--- config.mk ---
export PLATFORM = sky130hd
export DESIGN_NAME = pc_sequencer
export DESIGN_NICKNAME = d
export VERILOG_FILES = /design/src/rtl/pcs_pkg.sv /design/src/rtl/pcs_arbiter.sv /design/src/rtl/pcs_stack.sv /design/src/rtl/pcs_next_pc.sv /design/src/rtl/pc_sequencer.sv
export SDC_FILE = /design/constraint.sdc
export NUM_CORES = 1
export LEC_CHECK = 0
export BUFFER_PORTS_ARGS = -buffer_cell sky130_fd_sc_hd__buf_2
export CORE_MARGIN = 10
export CORE_UTILIZATION = 39
export CTS_CLUSTER_DIAMETER = 120
export CTS_CLUSTER_SIZE = 40
export DETAILED_ROUTE_END_ITERATION = 8
export SLEW_MARGIN = 20
export SYNTH_ARGS = -nofsm -noshare
export SYNTH_HDL_FRONTEND = slang
export SYNTH_HIERARCHICAL = 1
export SYNTH_SLANG_ARGS = --single-unit
--- constraint.sdc ---
create_clock -name clk_i -period 2.9 [get_ports clk_i]
set_input_delay 0.145 -clock clk_i [delete_from_list [all_inputs] [get_ports clk_i]]
set_output_delay 0.145 -clock clk_i [all_outputs]
set_load 0.05 [all_outputs]
--- src/rtl/pcs_pkg.sv ---
package pcs_pkg;
  typedef enum logic [2:0] {
    OP_HOLD,
    OP_NEXT,
    OP_PCLW,
    OP_JUMP,
    OP_CALL,
    OP_RET,
    OP_SWI,
    OP_HWI
  } pc_op_e;
endpackage

--- src/rtl/pcs_arbiter.sv ---
module pcs_arbiter
  import pcs_pkg::*;
(
  input  logic   clk_i,
  input  logic   rst_ni,
  input  logic   next_i,
  input  logic   jump_i,
  input  logic   call_i,
  input  logic   ret_i,
  input  logic   hw_irq_i,
  input  logic   sw_irq_i,
  input  logic   pcl_wr_i,
  output pc_op_e op_o
);
  logic [6:0] req;
  logic [6:0] gnt;

  // index 6 is highest priority
  assign req = {hw_irq_i, sw_irq_i, ret_i, call_i, jump_i, pcl_wr_i, next_i};

  always_comb begin
    gnt = '0;
    for (int i = 6; i >= 0; i--) begin
      if (req[i] && gnt == '0) gnt[i] = 1'b1;
    end
  end

  always_comb begin
    unique case (1'b1)
      gnt[6]:  op_o = OP_HWI;
      gnt[5]:  op_o = OP_SWI;
      gnt[4]:  op_o = OP_RET;
      gnt[3]:  op_o = OP_CALL;
      gnt[2]:  op_o = OP_JUMP;
      gnt[1]:  op_o = OP_PCLW;
      gnt[0]:  op_o = OP_NEXT;
      default: op_o = OP_HOLD;
    endcase
  end

  AST_ONE_WINNER: assert property (@(posedge clk_i) disable iff (!rst_ni)
    $onehot0(gnt) && ((req != '0) == (gnt != '0))) else $error("grant");
endmodule

--- src/rtl/pcs_stack.sv ---
module pcs_stack #(
  parameter int DEPTH = 5,
  parameter int W     = 10
) (
  input  logic         clk_i,
  input  logic         rst_ni,
  input  logic         push_i,
  input  logic         pop_i,
  input  logic [W-1:0] wdata_i,
  output logic [W-1:0] tos_o
);
  localparam int PTR_W = (DEPTH > 1) ? $clog2(DEPTH) : 1;
  localparam logic [PTR_W-1:0] LAST = PTR_W'(DEPTH - 1);

  logic [PTR_W-1:0] ptr_q, ptr_inc, ptr_dec;
  logic [W-1:0]     slot_q [DEPTH];

  assign ptr_inc = (ptr_q == LAST) ? '0 : ptr_q + 1'b1;
  assign ptr_dec = (ptr_q == '0) ? LAST : ptr_q - 1'b1;
  assign tos_o   = slot_q[ptr_dec];

  always_ff @(posedge clk_i or negedge rst_ni) begin
    if (!rst_ni)     ptr_q <= '0;
    else if (push_i) ptr_q <= ptr_inc;
    else if (pop_i)  ptr_q <= ptr_dec;
  end

  for (genvar g = 0; g < DEPTH; g++) begin : g_slot
    always_ff @(posedge clk_i or negedge rst_ni) begin
      if (!rst_ni) slot_q[g] <= '0;
      else if (push_i && ptr_q == PTR_W'(g)) slot_q[g] <= wdata_i;
    end
  end

  AST_PTR_RANGE: assert property (@(posedge clk_i) disable iff (!rst_ni)
    ptr_q <= LAST) else $error("ptr range");
  AST_NO_PUSH_POP: assert property (@(posedge clk_i) disable iff (!rst_ni)
    !(push_i && pop_i)) else $error("push+pop");
  AST_PUSH_LANDS: assert property (@(posedge clk_i) disable iff (!rst_ni)
    push_i |=> tos_o == $past(wdata_i)) else $error("push");
endmodule

--- src/rtl/pcs_next_pc.sv ---
module pcs_next_pc
  import pcs_pkg::*;
#(
  parameter int              PC_W   = 10,
  parameter int              DATA_W = 8,
  parameter logic [PC_W-1:0] HW_VEC = 10'h008,
  parameter logic [PC_W-1:0] SW_VEC = 10'h002
) (
  input  pc_op_e                  op_i,
  input  logic [PC_W-1:0]         pc_i,
  input  logic [PC_W-1:0]         target_i,
  input  logic [DATA_W-1:0]       data_i,
  input  logic [PC_W-DATA_W-1:0]  hibuf_i,
  input  logic [PC_W-1:0]         tos_i,
  output logic [PC_W-1:0]         pc_d_o,
  output logic                    push_o,
  output logic                    pop_o,
  output logic [PC_W-1:0]         push_data_o,
  output logic                    load_o
);
  logic [PC_W-1:0] pc_inc;
  assign pc_inc = pc_i + 1'b1;

  always_comb begin
    pc_d_o      = pc_i;
    push_o      = 1'b0;
    pop_o       = 1'b0;
    push_data_o = pc_i;
    load_o      = 1'b1;
    unique case (op_i)
      OP_HWI:  begin pc_d_o = HW_VEC; push_o = 1'b1; end
      OP_SWI:  begin pc_d_o = SW_VEC; push_o = 1'b1; end
      OP_RET:  begin pc_d_o = tos_i;  pop_o  = 1'b1; end
      OP_CALL: begin pc_d_o = target_i; push_o = 1'b1; push_data_o = pc_inc; end
      OP_JUMP: pc_d_o = target_i;
      OP_PCLW: pc_d_o = {hibuf_i, data_i};
      OP_NEXT: begin pc_d_o = pc_inc; load_o = 1'b0; end
      default: load_o = 1'b0;
    endcase
  end
endmodule

--- src/rtl/pc_sequencer.sv ---
module pc_sequencer
  import pcs_pkg::*;
#(
  parameter int              PC_W      = 10,
  parameter int              DATA_W    = 8,
  parameter int              DEPTH     = 5,
  parameter logic [PC_W-1:0] RESET_VEC = 10'h3FF,
  parameter logic [PC_W-1:0] HW_VEC    = 10'h008,
  parameter logic [PC_W-1:0] SW_VEC    = 10'h002
) (
  input  logic              clk_i,
  input  logic              rst_ni,
  input  logic              next_i,
  input  logic              jump_i,
  input  logic              call_i,
  input  logic              ret_i,
  input  logic              hw_irq_i,
  input  logic              sw_irq_i,
  input  logic              pcl_wr_i,
  input  logic              hibuf_wr_i,
  input  logic [9:0]        target_i,
  input  logic [7:0]        data_i,
  output logic [9:0]        fetch_addr_o,
  output logic [7:0]        pcl_o,
  output logic              flush_o
);
  localparam int HI_W = PC_W - DATA_W;

  pc_op_e          op;
  logic [PC_W-1:0] pc_q, pc_d, tos, push_data;
  logic [HI_W-1:0] hibuf_q;
  logic            push, pop, load, flush_q;

  pcs_arbiter u_arb (
    .clk_i, .rst_ni, .next_i, .jump_i, .call_i, .ret_i,
    .hw_irq_i, .sw_irq_i, .pcl_wr_i, .op_o(op)
  );

  pcs_next_pc #(.PC_W(PC_W), .DATA_W(DATA_W), .HW_VEC(HW_VEC), .SW_VEC(SW_VEC)) u_npc (
    .op_i(op), .pc_i(pc_q), .target_i(target_i), .data_i(data_i),
    .hibuf_i(hibuf_q), .tos_i(tos), .pc_d_o(pc_d), .push_o(push),
    .pop_o(pop), .push_data_o(push_data), .load_o(load)
  );

  pcs_stack #(.DEPTH(DEPTH), .W(PC_W)) u_stack (
    .clk_i, .rst_ni, .push_i(push), .pop_i(pop),
    .wdata_i(push_data), .tos_o(tos)
  );

  always_ff @(posedge clk_i or negedge rst_ni) begin
    if (!rst_ni) begin
      pc_q    <= RESET_VEC;
      hibuf_q <= '0;
      flush_q <= 1'b0;
    end else begin
      pc_q    <= pc_d;
      flush_q <= load;
      if (hibuf_wr_i) hibuf_q <= data_i[HI_W-1:0];
    end
  end

  assign fetch_addr_o = pc_q;
  assign pcl_o        = pc_q[DATA_W-1:0];
  assign flush_o      = flush_q;

  logic any_load, above_jump;
  assign above_jump = hw_irq_i | sw_irq_i | ret_i | call_i;
  assign any_load   = above_jump | jump_i | pcl_wr_i;

  AST_SEQ_STEP: assert property (@(posedge clk_i) disable iff (!rst_ni)
    (next_i && !any_load) |=> fetch_addr_o == 10'($past(fetch_addr_o) + 1'b1)) else $error("step");
  AST_HOLD: assert property (@(posedge clk_i) disable iff (!rst_ni)
    (!next_i && !any_load) |=> $stable(fetch_addr_o)) else $error("hold");
  AST_JUMP_TGT: assert property (@(posedge clk_i) disable iff (!rst_ni)
    (jump_i && !above_jump) |=> fetch_addr_o == $past(target_i)) else $error("jump");
  AST_HW_VEC: assert property (@(posedge clk_i) disable iff (!rst_ni)
    hw_irq_i |=> fetch_addr_o == HW_VEC) else $error("hw vec");
  AST_SW_VEC: assert property (@(posedge clk_i) disable iff (!rst_ni)
    (sw_irq_i && !hw_irq_i) |=> fetch_addr_o == SW_VEC) else $error("sw vec");
  AST_RET_POP: assert property (@(posedge clk_i) disable iff (!rst_ni)
    (ret_i && !hw_irq_i && !sw_irq_i) |=> fetch_addr_o == $past(tos)) else $error("ret");
  AST_FLUSH_SRC: assert property (@(posedge clk_i) disable iff (!rst_ni)
    flush_o |-> $past(any_load)) else $error("flush");
endmodule

==> results.tsv <==
metric	value	unit
post-route ant nets	0	
setup TNS	0	ps
Multi-input gate area	2200	µm²
top cells by area, synth	dfrtp_1, mux2_2, dfstp_2	
Setup Skew	9.83	ps
I/O pins	47	
antenna cells	0	
Worst-path clk slew	80	ps
Worst Path Max Fanout	11	
PostCTS Resize Cnt	0	
Reg area	1660	µm²
run status	complete, no violations	
H-Tree Depth	3	
crit path kind	flop to flop	
IO Port Bufs	46	
final-layout fill cell count	1013	
Final Setup Violations	0	
initial antenna violation count	0	
largest net degree at the start of global routing	38	
syn_nets	396	
final worst path period share	87.8	%
post-detail-place hpwl	7110	µm
DIE WIDTH	122	µm
number of max-cap violations	0	
Core ar.	10300	µm²
row count	37	
Seq cells post-synth	66	
Synth Area in Adders	2.14	%
Top FF cell, synth	dfrtp_1	
number of CTS-inserted buffers	9	
Final Core Density	44.6	%
GRT Total Usage	13.6	%
Via density	5.48	
DRT iter0 DRCs	146	
DR DRC count	0	
Layout area overhead	12.1	%
global-route wire length before repair	16400	µm
FMAX	393	MHz
RePlAce Congestion	0.872	
CP startpoint kind	flop	
hold crit path type	input port to flop	
Yosys cell types	63	
multiplexer share of the synthesized area	22.4	%
Synth Area in Simple Gates	12.4	%
Worst slew margin	46.0	%
post-synthesis sequential area ratio	40.7	%
yosys warns	6	
starting density of the core	39.8	%
Clock Sinks	66	
Final Hold Viols	0	
die area	15000	µm²
crit path time final	2550	ps
post-synthesis xor/xnor area fraction	3.21	%
CP endpoint kind	flop	
Via Count	2952	
vias in the first global route	3154	
Worst VDD drop	335	µV
worst-skew pair later-pin latency	340	ps
unrepaired setup endpoints after global routing	no	
GRT overflow	0	
final std cells w/o fill	539	
Pre-antenna DRT Iters	4	
CTS tree	yes	
Chip Height	122	µm
hold_buf cts	1	
area fraction of the dominant cell type after synthesis	34.3	%
worst path required time	3160	ps
Post-synth EDFFs	0	
cells after synthesis	361	
Synth top cells by count	mux2_2, dfrtp_1, mux2i_1, nand2_1	
FFs w/ async S/R, synth	100	%
Synth Area in Compound Gates	13.4	%
layout cells sized above 1	39.5	%
routed wire length per instance	18.6	µm
Worst-Margin Slew	810	ps
Clock Root Buffer	clkbuf_8	
post-CTS setup buffer count	0	
cell taking the most area after synthesis	dfrtp_1	
combinational family with the most area after synthesis	multiplexers	
leakage power total	2.13	nW
synthesized cell area	4090	µm²
Placed Instances	522	
count leader, synth	mux2_2	
pwr/cell area	956	nW/µm²
maximum clock path buffer count	2	
Crit path arrival time	2800	ps
Syn Area/Cell	11.3	µm²
nets	433	
Routed WL	10000	µm
fin. max-slew vios	0	
[metal layers]
metal / vias up / wire (µm) / GRT usage [%] / share of wire (%)
li1: 1396 / - / - / -
met1: 1477 / 4700 / 18.0 / 47
met2: 73 / 4690 / 21.3 / 47
met3: 6 / 518 / 3.17 / 5.2
met4: 0 / 99 / 5.23 / 0.99
met5: - / 0 / 0 / 0
[final timing paths]
path / start / end / slack, ps / cells after the start
max: u_stack/ptr_q[0] / fetch_addr_o[8] / 350 / 8
min: data_i[1] / hibuf_q[1] / 50 / 2
max reg2reg: u_stack/ptr_q[0] / fetch_addr_o[8] / 350 / 8
min reg2reg: u_stack/slot_q[32] / u_stack/slot_q[32] / 500 / 1
max in group asynchronous: rst_ni / fetch_addr_o[8] / 1720 / 3
min in group asynchronous: rst_ni / u_stack/ptr_q[0] / 440 / 2
[placed cells by master (no fill, tap or decap), types with 3 or more instances in the layout]
master / count
a211oi_1: 4
a21oi_1: 7
a22oi_1: 5
a2bb2oi_1: 12
a32o_1: 10
and2b_1: 3
buf_2: 46
buf_4: 6
clkbuf_8: 9
dfrtp_1: 56
dfstp_2: 10
ha_1: 7
inv_1: 10
mux2_1: 3
mux2_2: 57
mux2i_1: 24
nand2_1: 23
nand2_2: 5
nand3_1: 4
nand4_1: 3
nor2_1: 10
nor2_2: 3
nor2b_1: 4
nor3_1: 7
o21ai_0: 5
xnor2_1: 8
xor2_1: 7
[flip-flops by register name (all words and copies together), names as in the netlist]
name	cells
u_stack/slot_q	50
fetch_addr_o	10
u_stack/ptr_q	3
hibuf_q	2
flush_o	1
[worst max-delay path: stages (launching register included)]
cell and delay [ps]:
dfrtp_1 400, inv_1 130, ha_1 360, nand2b_1 410
a2bb2oi_1 250, a32o_1 300, a221o_1 350, a211oi_2 180
a211oi_1 70
[through the flow]
stage	hold slack [ps]	instance area, µm²	total power, mW	worst slack [ps]
after CTS	38.4	4580	4.41	364
after detailed placement	282	4370	3.59	381
after global placement	269	4370	3.55	468
after global routing	50.0	4580	4.65	179
after floorplan	-151	4090	3.14	468
final	52.9	4580	4.38	355
[final cells by class]
cell class,count,share of cell area (%)
timing repair buffer,54,6.67
sequential,66,36.3
inverter,10,0.820
tap,136,3.72
clock buffer,9,2.70
multi-input combinational,257,48.1
clock inverter,7,1.69
[where the power goes]
group	leakage, nW	switching, mW	internal, mW
clock network	0.100	0.397	0.405
logic	1.20	1.12	0.930
registers	0.825	0.252	1.28
total	2.13	1.77	2.61
[logic make-up after synthesis]
kind of cell	Yosys count
AOI/OAI and AO/OA	66
xor gates and xnor gates	15
adders and majority gates	7
buffers and inverters	38
DFF	66
muxes	84
and+or+nand+nor	85
No activity file was read; power rests on OpenSTA's default activity.
